File: src/rtl/vec_index_seq.sv
module vec_index_seq #(
  parameter int CW      = 32,
  parameter int LEN_LSB = 16,
  parameter int STR_LSB = 20
) (
  input  logic          clk,
  input  logic          rst_n,
  input  logic          in_valid,
  output logic          in_ready,
  input  logic          in_dbl,
  input  logic          in_one_src,
  input  logic [4:0]    in_dst,
  input  logic [4:0]    in_src1,
  input  logic [4:0]    in_src2,
  input  logic [CW-1:0] in_ctrl,
  output logic          op_valid,
  input  logic          op_ready,
  output logic [4:0]    op_dst,
  output logic [4:0]    op_src1,
  output logic [4:0]    op_src2,
  output logic          busy,
  output logic          done,
  output logic          err
);

  function automatic logic in_bank0(input logic [4:0] r, input logic d);
    return d ? (r[3:2] == 2'b00) : (r[4:3] == 2'b00);
  endfunction

  function automatic logic [4:0] norm(input logic [4:0] r, input logic d);
    return d ? {1'b0, r[3:0]} : r;
  endfunction

  function automatic logic [4:0] step(input logic [4:0] r, input logic [2:0] s, input logic d);
    logic [2:0] lo3;
    logic [1:0] lo2;
    lo3 = r[2:0] + s;
    lo2 = r[1:0] + s[1:0];
    return d ? {1'b0, r[3:2], lo2} : {r[4:3], lo3};
  endfunction

  logic [2:0] len_c;
  logic [1:0] str_c;
  logic [4:0] d_n, a_n, b_n, last_n;
  logic       scal, fix_last, legal, accept;
  logic [3:0] period;
  logic [1:0] tz;

  assign len_c    = in_ctrl[LEN_LSB +: 3];
  assign str_c    = in_ctrl[STR_LSB +: 2];
  assign d_n      = norm(in_dst, in_dbl);
  assign a_n      = norm(in_src1, in_dbl);
  assign b_n      = in_one_src ? 5'd0 : norm(in_src2, in_dbl);
  assign last_n   = in_one_src ? a_n : b_n;
  assign scal     = in_bank0(d_n, in_dbl);
  assign fix_last = !scal && in_bank0(last_n, in_dbl);
  assign tz       = (str_c == 2'd1) ? 2'd1 : (str_c == 2'd3) ? 2'd2 : 2'd0;
  assign period   = (in_dbl ? 4'd4 : 4'd8) >> tz;
  assign legal    = scal || ({1'b0, len_c} < period);
  assign accept   = in_valid && !busy;

  logic [2:0] rem, stp;
  logic       dbl_q, one_q, fix_q;
  logic [4:0] cd, ca, cb;

  always_ff @(posedge clk) begin
    if (!rst_n) begin
      busy  <= 1'b0;
      done  <= 1'b0;
      err   <= 1'b0;
      rem   <= '0;
      stp   <= 3'd1;
      dbl_q <= 1'b0;
      one_q <= 1'b0;
      fix_q <= 1'b0;
      cd    <= '0;
      ca    <= '0;
      cb    <= '0;
    end else begin
      done <= 1'b0;
      err  <= 1'b0;
      if (accept) begin
        if (legal) begin
          busy  <= 1'b1;
          rem   <= scal ? 3'd0 : len_c;
          stp   <= {1'b0, str_c} + 3'd1;
          dbl_q <= in_dbl;
          one_q <= in_one_src;
          fix_q <= fix_last;
          cd    <= d_n;
          ca    <= a_n;
          cb    <= b_n;
        end else begin
          err <= 1'b1;
        end
      end else if (busy && op_ready) begin
        if (rem == 3'd0) begin
          busy <= 1'b0;
          done <= 1'b1;
        end else begin
          rem <= rem - 3'd1;
          cd  <= step(cd, stp, dbl_q);
          if (!(fix_q && one_q)) ca <= step(ca, stp, dbl_q);
          if (!one_q && !fix_q)  cb <= step(cb, stp, dbl_q);
        end
      end
    end
  end

  assign in_ready = !busy;
  assign op_valid = busy;
  assign op_dst   = cd;
  assign op_src1  = ca;
  assign op_src2  = cb;


  hold_on_stall_chk: assert property (@(posedge clk) disable iff (!rst_n)
    op_valid && !op_ready |=> op_valid && $stable(op_dst) && $stable(op_src1) && $stable(op_src2));


  done_after_last_chk: assert property (@(posedge clk) disable iff (!rst_n)
    $fell(busy) |-> done);


  done_needs_handshake_chk: assert property (@(posedge clk) disable iff (!rst_n)
    done |-> $past(op_valid && op_ready));


  err_quiet_chk: assert property (@(posedge clk) disable iff (!rst_n)
    err |-> !op_valid && !done);


  dbl_top_bit_chk: assert property (@(posedge clk) disable iff (!rst_n)
    op_valid && dbl_q |-> !op_dst[4] && !op_src1[4] && !op_src2[4]);


  one_src_zero_chk: assert property (@(posedge clk) disable iff (!rst_n)
    op_valid && one_q |-> op_src2 == 5'd0);

endmodule

File: config.mk
export PLATFORM = sky130hd
export DESIGN_NAME = vec_index_seq
export DESIGN_NICKNAME = d
export VERILOG_FILES = /design/src/rtl/vec_index_seq.sv
export SDC_FILE = /design/constraint.sdc
export NUM_CORES = 1
export LEC_CHECK = 0
export CORE_MARGIN = 2
export CORE_UTILIZATION = 42
export CTS_CLUSTER_DIAMETER = 80
export CTS_CLUSTER_SIZE = 16
export DETAILED_ROUTE_END_ITERATION = 16
export PLACE_DENSITY = 0.89
export SLEW_MARGIN = 10
export SYNTH_ARGS = -nofsm -noshare
export SYNTH_HDL_FRONTEND = slang
export SYNTH_SLANG_ARGS = --single-unit
File: constraint.sdc
create_clock -name clk -period 3 [get_ports clk]
set_clock_uncertainty 0.15 [all_clocks]
set_input_delay 0.6 -clock clk [delete_from_list [all_inputs] [get_ports clk]]
set_output_delay 0.6 -clock clk [all_outputs]
set_load 0.005 [all_outputs]
==> impl_metrics.toml, run 1 <==
[critical_path]
critPathLaunchType = "primary input"
rr_endpoint = "rem[2]$_SDFFE_PN0P_"
cpMaxStageDelayCell = "or4b_4"
cpMostUsedCell = "ha_4"
slowest_delay_ns = 0.54
timing_worst_setup_path_type = "primary input to flip-flop"
reg2reg_depth = 8
cp_top_family = "adder cells"
reg2reg_from = "rem[0]$_SDFFE_PN0P_"
crit_chain = "dlygate4sd2_1 > inv_1 > ha_4 > inv_2 > ha_4 > nand2b_1 > ha_1 > o21a_1 > a21oi_4 > o21ai_4 > or4b_4 > a21oi_2"
arrival_ns = 2.96
critPathCaptureType = "flip-flop"
crit_required_ns = 3.07
reg2reg_slack_ns = 0.86
crit_buf_inv = 3
cp_max_fo = 6

[min_path]
holdCritStartpoint = "op_src2[3]$_SDFFE_PN0P_"
hold_end = "op_src2[3]$_SDFFE_PN0P_"
worstHoldPathCells = 2
hold_class = "flip-flop to flip-flop"

[cts]
cts_root_buf = "clkbuf_8"
cts_buffers = 3
cts_tree = "yes"
numClockSinks = 27
htree_num_levels = 1
clkTransAtPathRegs_ns = 0.09
clk_latency_ns = 0.28
clockBufferDepth = 2

[final_layout]
areaGrowthSynthToFinish_pct = 43.2
drive_above_1_share = 0.177
fin_area_mm2 = 0.00236
layout.nets = 305
antenna_cells = 0

[place]
placed_area_mm2 = 0.00223
hpwl_um = 3020
gp_congestion = 0.826
port_buffers = 45

[synth]
syn_area_per_cell_um2 = 9.12
synth_seq_cells = 27
synthCells = 181
syn-num-nets = 248
synth_cell_types = 48
synth.top_cell.area_share = 0.328
ys_warn_count = 0
synth_largest_area_cell = "dfxtp_1"
synth.area.top_cells = "dfxtp_1 33%, ha_1 8.3%, mux2i_1 7.3%"
synth_edf_count = 0
ys.flop_type = "dfxtp_1"
ys_async_sr_fraction = 0
ys_seq_area_frac = 0.328
syn_area_mm2 = 0.00165

[timing]
finalMaxSlewViolations = 0
maxClockFrequency_mhz = 347
setup_viol = 0
rsz0062_at_grt = "false"
slew_headroom = 0.708
fin_crit_sh = 0.961
fin_hold_ws_ns = 0.316
worst_pin_slew_ns = 0.435
hold_viol_final = 0
fin_crit_ns = 2.88

[route]
vias_per_cell = 5.21
drt_iter0_drc = 89
firstDrtPassIters = 4
wirelength_um = 3930
wl_per_cell_um = 13.8
ant_nets = 0
vias = 1484
drc = 0

[power]
p_leak_uw = 0.000978
pwr-share-seq = 0.421
clockPowerShare = 0.209
ir_worst_vdd_mv = 0.219
combPwrFrac = 0.370
swShare = 0.312
switchingPower_uw = 314
p_per_area_mw_per_mm2 = 425
p_int_uw = 692

[die]
die_area_mm2 = 0.00445
fp-row-count = 22
start_util = 0.444
die_height_um = 66.7
coreArea_mm2 = 0.00372
die_w_um = 66.7
io_pins = 73

[global_route]
grt-ovfl-total = 0
grt_max_degree = 16
grt_pass1_vias = 1441
grtUsageTotal = 0.192
grt_pass1_wl_um = 6480
grt_antenna_before_repair = 0

[run]
maxCapViolations = 0

[status]
outcome = "completed"
## how the worst max path moves through the flow
stage,from,endpoint,slack (ns),depth (start not counted)
after global placement,in_ctrl[20],op_dst[4]$_SDFFE_PN0P_,-0.38,10
after CTS,in_ctrl[20],op_src2[4]$_SDFFE_PN0P_,0.01,11
after floorplan,in_ctrl[21],op_dst[4]$_SDFFE_PN0P_,0.23,11
after detailed placement,in_ctrl[20],op_dst[4]$_SDFFE_PN0P_,-0.42,11
after global routing,in_ctrl[21],op_src2[4]$_SDFFE_PN0P_,0.01,12
final,in_ctrl[21],op_src2[4]$_SDFFE_PN0P_,0.12,12
## stage by stage
| step | util | TNS, ns | total power [µW] | setup slack (ns) | instances |
|---|---|---|---|---|---|
| after floorplan | - | 0 | 631 | 0.229 | 181 |
| after global placement | 0.599 | -5.87 | 772 | -0.384 | 279 |
| after detailed placement | 0.599 | -6.75 | 786 | -0.420 | 279 |
| after CTS | 0.630 | 0 | 1010 | 0.0113 | 285 |
| after global routing | 0.636 | 0 | 1070 | 0.0123 | 285 |
| final | 0.636 | 0 | 1010 | 0.116 | 285 |
## flip-flops by register name, summed over array words and instances (netlist names)
register,cells
done,1
op_src2,5
fix_q,1
one_q,1
dbl_q,1
op_src1,5
stp,3
op_dst,5
err,1
rem,3
busy,1
## area by class of cell
type / instances / area [µm²]
Clock buffer: 3 / 41.3
Timing Repair Buffer: 61 / 574
Sequential cell: 27 / 541
Clock inverter: 1 / 5.00
Fill cell: 310 / 1350
Tap cell: 48 / 60.1
Inverter: 12 / 45.0
Multi-Input combinational cell: 133 / 1100
## kinds of logic after synthesis
kind of cell	count (synthesis)	synth area share
buf+inv	22	0.0553
flops	27	0.328
xor+xnor	5	0.0265
mux	16	0.102
simple gates	55	0.174
compound gates	42	0.194
fa+ha+maj	14	0.120
## cell usage in the layout, fill, tap and decap left out, types with 3 or more instances in the layout
cell type        instances
xnor2_1                  3
nor2_1                  17
clkbuf_8                 3
nand2_1                 13
o21ai_0                  4
buf_4                   16
nand2b_1                 4
inv_1                   10
fa_1                     3
nand3b_1                 4
o21a_1                   4
a21oi_1                 12
o22ai_1                  3
clkdlybuf4s50_1         42
ha_1                     8
dfxtp_1                 27
mux2_2                   3
mux2i_1                 12
ha_4                     3
## synth_stat cells (3+ instances only)
master / n
dfxtp_1: 27
nor2_1: 17
a21oi_1: 13
nand2_1: 13
mux2i_1: 12
ha_1: 11
inv_1: 11
clkbuf_1: 6
o21ai_0: 5
nand2b_1: 4
nand3b_1: 4
o21a_1: 4
fa_1: 3
mux2_2: 3
nor3_1: 3
o22ai_1: 3
xnor2_1: 3
## layer usage
metal  global-route usage  vias to the layer above  wire, µm
met1                0.234                      678      1780
met2                0.343                       37      1920
met5                    0                        -         0
met3               0.0304                        7       157
li1                     -                      762         -
met4               0.0638                        0        67
## worst min-delay path: stages, from the launching register on
cell     delay (ns)
dfxtp_1        0.32
nand2_1        0.05
a21oi_1        0.05
## power by group through the flow
| stage | sequential (µW) | combinational [µW] | clock [µW] |
|---|---|---|---|
| after floorplan | 427 | 204 | 0 |
| after global placement | 431 | 341 | 0 |
| after detailed placement | 432 | 354 | 0 |
| after CTS | 424 | 371 | 218 |
| after global routing | 430 | 410 | 228 |
| final | 423 | 372 | 211 |
## repair_timing
action                     in CTS  in global routing
hold buffers                    0                  0
setup buffers                   1                  0
gates cloned                    1                  0
gates resized for setup         9                  6
setup endpoints to repair       8                 19
pin swaps                       6                  6
(Power assumes the default switching activity.)
==> run 2, diff against run 1 <==
Settings changed: HOLD_SLACK_MARGIN from default to 0.05.
==> results of run 2 <==
The final DEF is identical to that of run 1; final timing and power are the same.
